==> config.mk <==
export PLATFORM = sky130hd
export DESIGN_NAME = ro_freq_meter
export DESIGN_NICKNAME = d
export VERILOG_FILES = /design/src/rtl/ro_freq_meter.sv
export SDC_FILE = /design/constraint.sdc
export NUM_CORES = 1
export LEC_CHECK = 0
export BUFFER_PORTS_ARGS = -buffer_cell sky130_fd_sc_hd__buf_2
export CAP_MARGIN = 20
export CORE_UTILIZATION = 44
export DETAILED_ROUTE_END_ITERATION = 12
export PLACE_DENSITY = 0.62
export SLEW_MARGIN = 25
export SYNTH_ARGS = -nofsm -noshare
export SYNTH_HDL_FRONTEND = slang
export SYNTH_SLANG_ARGS = --single-unit
==> constraint.sdc <==
create_clock -name clk -period 5.9 [get_ports clk]
set_clock_uncertainty 0.1 [all_clocks]
set_input_delay 0.295 -clock clk [delete_from_list [all_inputs] [get_ports clk]]
set_output_delay 0.295 -clock clk [all_outputs]
set_load 0.02 [all_outputs]
==> src/rtl/ro_freq_meter.sv <==
module ro_freq_meter #(
  parameter int NUM_OSC = 7,
  parameter int SEL_W   = 3,
  parameter int CNT_W   = 28
) (
  input  logic               clk,
  input  logic               rst_n,
  input  logic [NUM_OSC-1:0] osc_i,
  input  logic               run_i,
  input  logic               scan_capture_i,
  input  logic               scan_shift_i,
  input  logic               scan_update_i,
  input  logic               scan_in_i,
  output logic               scan_out_o
);
  localparam int SLOTS   = 1 << SEL_W;
  localparam int FRAME_W = CNT_W + 1 + SEL_W;

  logic [SEL_W-1:0]   cfg_q;
  logic [SLOTS-1:0]   dec;
  logic               osc_sel;
  logic [2:0]         osc_p;
  logic [2:0]         run_p;
  logic               edge_hit, run_s, run_d, start;
  logic [CNT_W-1:0]   cnt_q;
  logic               ovf_q;
  logic [CNT_W:0]     cnt_inc;
  logic [FRAME_W-1:0] sreg;

  genvar g;
  generate
    for (g = 0; g < SLOTS; g++) begin : g_dec
      assign dec[g] = (cfg_q == SEL_W'(g));
    end
    if (NUM_OSC < SLOTS) begin : g_mux_part
      assign osc_sel = |(dec[NUM_OSC-1:0] & osc_i);
    end else begin : g_mux_full
      assign osc_sel = |(dec & osc_i[SLOTS-1:0]);
    end
  endgenerate

  always_ff @(posedge clk or negedge rst_n)
    if (!rst_n) begin
      osc_p <= '0;
      run_p <= '0;
    end else begin
      osc_p <= {osc_p[1:0], osc_sel};
      run_p <= {run_p[1:0], run_i};
    end

  assign edge_hit = osc_p[1] & ~osc_p[2];
  assign run_s    = run_p[1];
  assign run_d    = run_p[2];
  assign start    = run_s & ~run_d;
  assign cnt_inc  = {1'b0, cnt_q} + 1'b1;

  always_ff @(posedge clk or negedge rst_n)
    if (!rst_n) begin
      cnt_q <= '0;
      ovf_q <= 1'b0;
    end else if (start) begin
      cnt_q <= '0;
      ovf_q <= 1'b0;
    end else if (run_s && edge_hit) begin
      cnt_q <= cnt_inc[CNT_W-1:0];
      if (cnt_inc[CNT_W]) ovf_q <= 1'b1;
    end

  always_ff @(posedge clk or negedge rst_n)
    if (!rst_n)              sreg <= '0;
    else if (scan_capture_i) sreg <= {cnt_q, ovf_q, cfg_q};
    else if (scan_shift_i)   sreg <= {sreg[FRAME_W-2:0], scan_in_i};

  always_ff @(posedge clk or negedge rst_n)
    if (!rst_n)             cfg_q <= '0;
    else if (scan_update_i) cfg_q <= sreg[SEL_W-1:0];

  assign scan_out_o = sreg[FRAME_W-1];
endmodule


# Yosys cells after proc, flatten, opt, wreduce, memory -nomap -nowiden

Cells that the tools add are included.

Register bits after elaboration: 70
Input port bits: 14
Output and inout bits: 1
Logic and storage cells: 32

$add $sub $neg: 1
Equal/unequal tests: 6
Multiplexer cells: 7
Bitwise operators: 5
Reduce and logical (&&, ||, !) cells: 7

Operator list:

| kind                  | number |
|---|---|
| $mux 32               | 2 |
| $mux 28               | 2 |
| $add 28x1->29 const B | 1 |
| $eq 3x3->1 const B    | 3 |
| $and 7x7->7           | 1 |
| $reduce_or 7->1       | 1 |
| $eq 3x2->1 const B    | 2 |
| $reduce_bool 2->1     | 3 |
| $eq 3x1->1 const B    | 1 |
| $logic_not 3->1       | 1 |
| $mux 1                | 3 |
| $and 1x1->1           | 2 |
| $not 1->1             | 2 |
| $reduce_and 2->1      | 1 |
| $logic_and 1x1->1     | 1 |

# Longest topological paths before layout

Gate-level depths: netlist of the first run.

Depth after elaboration: 5
Mapped depth: 7
Mapped depth without buffers: 5

# Least setup slack after synthesis of the first run

No wires, ideal clock.

Path kind: register to register
Start point: reg cnt_q[0]
End point: reg cnt_q[18]
Setup time: 0.078 ns
Arrival time: 1.676 ns
Data required time: 5.722 ns
Path slack: 4.046 ns
Stages on the path, launching flop included: 7
Buffers on the path: 1
Period minus slack after synthesis: 1.854 ns
Cells stage by stage: dfrtp_1 ha_1 and2_1 clkbuf_1 nand2_1 or4_1 a21oi_1

Cells in the longest elaborated chain, start to end: 3

Ends and longest elaborated chain:

| what                   | RTL line | text |
|---|---|---|
| start, declared        | 25       | `logic [CNT_W-1:0] cnt_q;` |
| start signal, assigned | 65       | `cnt_q <= cnt_inc[CNT_W-1:0];` |
| $add 28x1->29          | 55       | `assign cnt_inc = {1'b0, cnt_q} + 1'b1;` |
| $mux 28                | 64       | `end else if (run_s && edge_hit) begin` |
| $mux 28                | 61       | `end else if (start) begin` |

Every way passes these cells. The select of a mux whose other input is x is not followed.
A chain may end at the register's enable or synchronous reset.

# Final worst setup path of the first run

Start point: reg cnt_q[3]
End point: reg cnt_q[16]

The elaborated chain is that of the path after synthesis.

==> results of run 1 <==
==> synth_stat cells, drive strengths merged (6+ instances only) <==
cell type   n
dfrtp      70
nand2      48
o21ai      39
mux2i      33
a21oi      17
clkbuf     15
or4        13
o31ai      12
nand3       9
nor2        9
nand4       6
xor2        6
==> cell type report <==
| type | instances | area, µm² |
|---|---|---|
| sequential | 70 | 1750 |
| inverter | 5 | 18.8 |
| clock inverter | 6 | 61.3 |
| fill | 688 | 3600 |
| clock buffer | 10 | 138 |
| multi-input combinational | 230 | 1460 |
| tap | 99 | 124 |
| timing repair buffer | 17 | 95.1 |
==> stage by stage <==
| step | util | total power, mW | std cells | hold slack [ns] | setup slack (ns) |
|---|---|---|---|---|---|
| 6_report | 0.503 | 0.986 | 437 | 0.0297 | 3.38 |
| 5_1_grt | 0.503 | 1.03 | 437 | 0.0939 | 3.15 |
| 4_1_cts | 0.503 | 1.00 | 437 | 0.0655 | 3.41 |
| 3_5_place_dp | 0.475 | 0.611 | 420 | 0.235 | 3.42 |
| 3_3_place_gp | 0.475 | 0.609 | 420 | 0.236 | 3.43 |
| 2_1_floorplan | - | 0.581 | 325 | -0.101 | 4.05 |
==> state kept, by name (all words and copies together) (netlist names) <==
signal,count
cfg_q,3
cnt_q,28
osc_p,3
ovf_q,1
run_p,3
sreg,32
==> power by group <==
part           internal (mW)  total (mW)  switching (mW)
logic                 0.0300      0.0733          0.0434
registers              0.504       0.527          0.0224
clock network          0.205       0.386           0.181
==> repair_timing <==
action,CTS,global route
hold buffers,1,0
endpoints found under the setup margin,0,0
endpoints found under the hold margin,1,0
==> metal layers <==
layer  GRT usage  routed length, µm  vias up
met4      0.0528                 38        0
met5           0                  0        -
li1            -                  -     1207
met3      0.0560                190        4
met2       0.273               2860       32
met1       0.230               3010     1149
==> critical path, cell delays in order (launching register included) <==
cell and delay [ns]:
dfrtp_1 0.43, and4_4 0.28, nand4bb_1 0.71, or4_1 0.75
a21oi_1 0.16
==> worst paths after layout <==
kind                                      startpoint               endpoint  cells past startpoint
worst max-delay path            cnt_q[3]$_DFFE_PN0P_  cnt_q[16]$_DFFE_PN0P_                      4
worst min-delay path                           rst_n   sreg[28]$_DFFE_PN0P_                      2
worst max register to register  cnt_q[3]$_DFFE_PN0P_  cnt_q[16]$_DFFE_PN0P_                      4
worst min register to register    run_p[0]$_DFF_PN0_     run_p[1]$_DFF_PN0_                      0
max in group asynchronous                      rst_n   sreg[16]$_DFFE_PN0P_                      2
min in group clk                       scan_update_i   cfg_q[1]$_DFFE_PN0P_                      2
==> cell families (layout without fill, tap and decap cells) <==
logic type                 after synthesis  count (layout)
AOI/OAI and AO/OA                       79              79
xor gates and xnor gates                 7               7
and+or+nand+nor                        107             107
adders and majority gates                1               1
DFF                                     70              70
muxes                                   36              36
buffers and inverters                   25              38
==> summary.txt, run 1 <==
Drt wl/cell = 13.9 µm
Mean area per synthesized cell = 10.2 µm²
Setup crit end kind = flop
Library cells used by synthesis = 38
DR iter-0 viols = 169
Post-synthesis xor/xnor area fraction = 0.0185
Largest net degree at the start of global routing = 71
Synth warn = 0
Std-Cell Rows = 31
Hold violation total from the final report = 0
Placed inst area = 3440 µm²
Core Area = 7250 µm²
Mapped Nets = 340
DP Wirelength = 3960 µm
Final period demand of the worst path = 2.52 ns
Vias per cell = 5.47
Starting density of the core = 0.458
CTS tree = yes
Vias = 2,392
Crit path DAT = 2.69 ns
Setup_tns = 0 ns
First-pass GRT wire length = 10,400 µm
Pleak = 1.59 nW
Detailed-route DRC error count = 0
Power Dens Cells = 270 nW/µm²
Final WL = 6100 µm
Critical Path Start Type = flop
Synth Area in Compound Gates = 0.140
Max VDD drop = 0.125 mV
Mux contribution to synthesized area = 0.113
Status = complete, no violations
Fraction of layout instances using a drive strength above 1 = 0.107
Adder-Cell Fraction of Synth Area = 0.00377
H-tree depth = 3
Final worst-path cycle share = 0.427
Worst min path class = in -> async
Max-slew headroom = 0.387
RSZ-0062 raised after global routing = no
Remaining Overflow, GRT = 0
Post-CTS setup buffer count = 0
Design Area, Final = 3650 µm²
Synthesized cell area = 3320 µm²
Antenna Nets Post-Route = 0
Mapped Cells = 325
Antenna violations before repair = 0
Synth Area in Simple Gates = 0.165
Post-synth EDFFs = 0
Root Driver = clkbuf_8
Die width = 88.9 µm
Die Span Y = 88.9 µm
Top cell type's share of synthesized area = 0.528
Die area = 7900 µm²
Final Net Count = 348
Port Buf Inserts = 14
Largest family of logic cells by synthesized area = simple AND/OR/NAND/NOR gates
CP Class = reg -> reg
RePlAce Congestion = 0.765
Fin. max-slew vios = 0
Final setup fails = 0
Ys async rst share = 1.00
Maximum clock rate = 0.397 GHz
Clock latency on the worst-skew pair = 0.35 ns
Most frequent cells in the layout = 70 x dfrtp_1, 48 x nand2_1, 39 x o21ai_0
Synth area leader = dfrtp_1
Vias in the first global route = 2,204
Part of the Yosys area used for sequential elements = 0.528
Synth Register Bits = 70
Max Cap Violations = 0
Prevailing post-synth register cell = dfrtp_1
Worst Path Required = 6.07 ns
# clock sinks = 70
# diodes = 0
Least-Margin Pin Slew = 0.919 ns
Gr usage total = 0.174
Max clock buf depth = 2
Commonest non-fill, non-tap cell in the layout = dfrtp_1
PostCTS Resize Cnt = 0
IO Count = 15
Reg2reg setup slack = 3.38 ns
Highest fanout seen on the critical path = 27
Top post-synthesis cells by area = dfrtp_1 53%, mux2i_1 10%, o21ai_0 5.9%, nand2_1 5.4%, or4_1 2.9%
Layout area overhead = 9.99%
CTS buffer count = 9
Drt pass-1 iters = 4
Clock transition at path regs = 0.07 ns
No activity file was read; power rests on OpenSTA's default activity.
==> run 2: changes to the inputs <==
--- a/config.mk
+++ b/config.mk
@@ -9,7 +9,7 @@
 export CAP_MARGIN = 20
 export CORE_UTILIZATION = 44
 export DETAILED_ROUTE_END_ITERATION = 12
-export PLACE_DENSITY = 0.62
+export PLACE_DENSITY = 0.65
 export SLEW_MARGIN = 25
 export SYNTH_ARGS = -nofsm -noshare
 export SYNTH_HDL_FRONTEND = slang
==> constraint.sdc (replaced) <==
create_clock -name clk -period 2.2 [get_ports clk]
set_clock_uncertainty 0.1 [all_clocks]
set_input_delay 0.11 -clock clk [delete_from_list [all_inputs] [get_ports clk]]
set_output_delay 0.11 -clock clk [all_outputs]
set_load 0.02 [all_outputs]
==> run 2 against run 1 <==
  * Design area up 2.3%
  * Clock-buffer cell count up 4
  * Cell count up 2.3%
  * Worst hold slack better by 0.020 ns
  * Non-clock buffer count up 11
  * Combinational power rose to 3.0 times the previous value
  * Fmax up 25%
==> summary.txt, run 2 (synthesis gave the netlist of run 1 again) <==
Vias in the first global route = 2,372
Least-Margin Pin Slew = 0.648 ns
Final setup fails = 0
Max VDD drop = 0.436 mV
DP Wirelength = 4140 µm
CP Class = reg -> reg
Final period demand of the worst path = 2.02 ns
Fraction of layout instances using a drive strength above 1 = 0.115
IO Count = 15
Layout area overhead = 12.5%
Met3 usage = 0.0504
CP peak stage delay = 0.53 ns
Most frequent cells in the layout = 70 x dfrtp_1, 48 x nand2_1, 39 x o21ai_0
Clock transition at path regs = 0.07 ns
Status = complete, no violations
Setup crit end kind = flop
Setup_tns = 0 ns
Highest fanout seen on the critical path = 9
Worst Path Required = 2.37 ns
H-tree depth = 3
Antenna Nets Post-Route = 0
Design Area, Final = 3730 µm²
Critical Path Start Type = flop
Max-slew headroom = 0.568
Worst Path Buf+Inv = 0
Fin. max-slew vios = 0
Largest register FFs = 32
Port Buf Inserts = 14
Antenna violations before repair = 0
Max Cap Violations = 0
Starting density of the core = 0.458
Sequential cell area = 1750 µm²
Power Dens Cells = 679 nW/µm²
Slowest CP cell = or4_1
Std-Cell Rows = 31
Final Net Count = 359
# diodes = 0
Final worst-path cycle share = 0.917
Pleak = 1.63 nW
Hold violation total from the final report = 0
DR iter-0 viols = 134
Filler cells = 698
Vias = 2,436
Root Driver = clkbuf_8
Vias per cell = 5.45
Crit path DAT = 2.18 ns
Maximum clock rate = 0.496 GHz
Commonest non-fill, non-tap cell in the layout = dfrtp_1
RePlAce Congestion = 0.768
Drt wl/cell = 13.7 µm
Die width = 88.9 µm
Gr usage total = 0.179
RSZ-0062 raised after global routing = no
Crit path max-delay family = simple AND/OR/NAND/NOR gates
Worst min path class = in -> reg
Cell breakdown of the critical path = ha_1 > and2_1 > nand2_1 > or4_1 > a21oi_1
Core Area = 7250 µm²
CTS buffer count = 9
Placed inst area = 3520 µm²
Largest net degree at the start of global routing = 65
Die area = 7900 µm²
Largest Register = sreg
Die Span Y = 88.9 µm
M1 GR Usage = 0.224
Top Usage Layer GRT = met2
PostCTS Resize Cnt = 0
Detailed-route DRC error count = 0
Remaining Overflow, GRT = 0
# clock sinks = 70
CTS tree = yes
Final WL = 6120 µm
Met2 Use GR = 0.297
Max clock buf depth = 2
Drt pass-1 iters = 4
First-pass GRT wire length = 10,700 µm
Area of the multi-input gates = 1460 µm²
Largest regs = sreg (32), cnt_q (28)
Clock latency on the worst-skew pair = 0.34 ns
-- run 2: final timing paths --
| path | from | endpoint | slack (ns) | cells past startpoint |
|---|---|---|---|---|
| min in group asynchronous | rst_n | cnt_q[26]$_DFFE_PN0P_ | 0.22 | 2 |
| worst max register to register | cnt_q[0]$_DFFE_PN0P_ | cnt_q[18]$_DFFE_PN0P_ | 0.18 | 5 |
| worst min register to register | run_p[0]$_DFF_PN0_ | run_p[1]$_DFF_PN0_ | 0.24 | 0 |
| max in group asynchronous | rst_n | sreg[5]$_DFFE_PN0P_ | 1.12 | 3 |
| worst max-delay path | cnt_q[0]$_DFFE_PN0P_ | cnt_q[18]$_DFFE_PN0P_ | 0.18 | 5 |
| worst min-delay path | osc_i[5] | osc_p[0]$_DFF_PN0_ | 0.05 | 3 |
-- run 2: power by group --
group | internal (mW) | switching [mW]
Sequential | 1.35 | 0.0556
Clock | 0.465 | 0.445
Combinational | 0.0958 | 0.124
Total | 1.91 | 0.624
-- run 2: layer usage --
layer | vias to the layer above | part of all wire
met3 | 12 | 0.029
met5 | - | 0
met4 | 0 | 0.014
met1 | 1173 | 0.48
li1 | 1226 | -
met2 | 25 | 0.48
-- run 2: worst min-delay path, stage by stage --
cell     delay, ns
buf_2         0.07
a31oi_1       0.07
a21oi_1       0.17
-- run 2: through the flow --
step | worst slack [ns] | cells | hold slack (ns) | util | power, mW
after floorplan | 0.346 | 325 | -0.286 | - | 1.56
after global placement | 0.171 | 427 | 0.0743 | 0.485 | 1.64
after detailed placement | 0.127 | 427 | 0.0824 | 0.485 | 1.65
after CTS | 0.115 | 446 | 0.0461 | 0.514 | 2.57
after global routing | 0.00827 | 447 | 0.0456 | 0.515 | 2.66
final | 0.183 | 447 | 0.0496 | 0.515 | 2.54
-- run 2: layout make-up --
class | count | area share
repair buffers | 28 | 0.0563
clock buffers | 14 | 0.0436
multi-input cells | 230 | 0.392
flip-flops and latches | 70 | 0.469
well taps | 99 | 0.0332
clock inverters | 1 | 0.00134
inverters | 5 | 0.00503
-- run 2: timing repair --
| action | in CTS | in global routing |
|---|---|---|
| endpoints found under the hold margin | 33 | 0 |
| setup buffers | 0 | 1 |
| setup endpoints to repair | 0 | 3 |
| hold buffers | 4 | 0 |
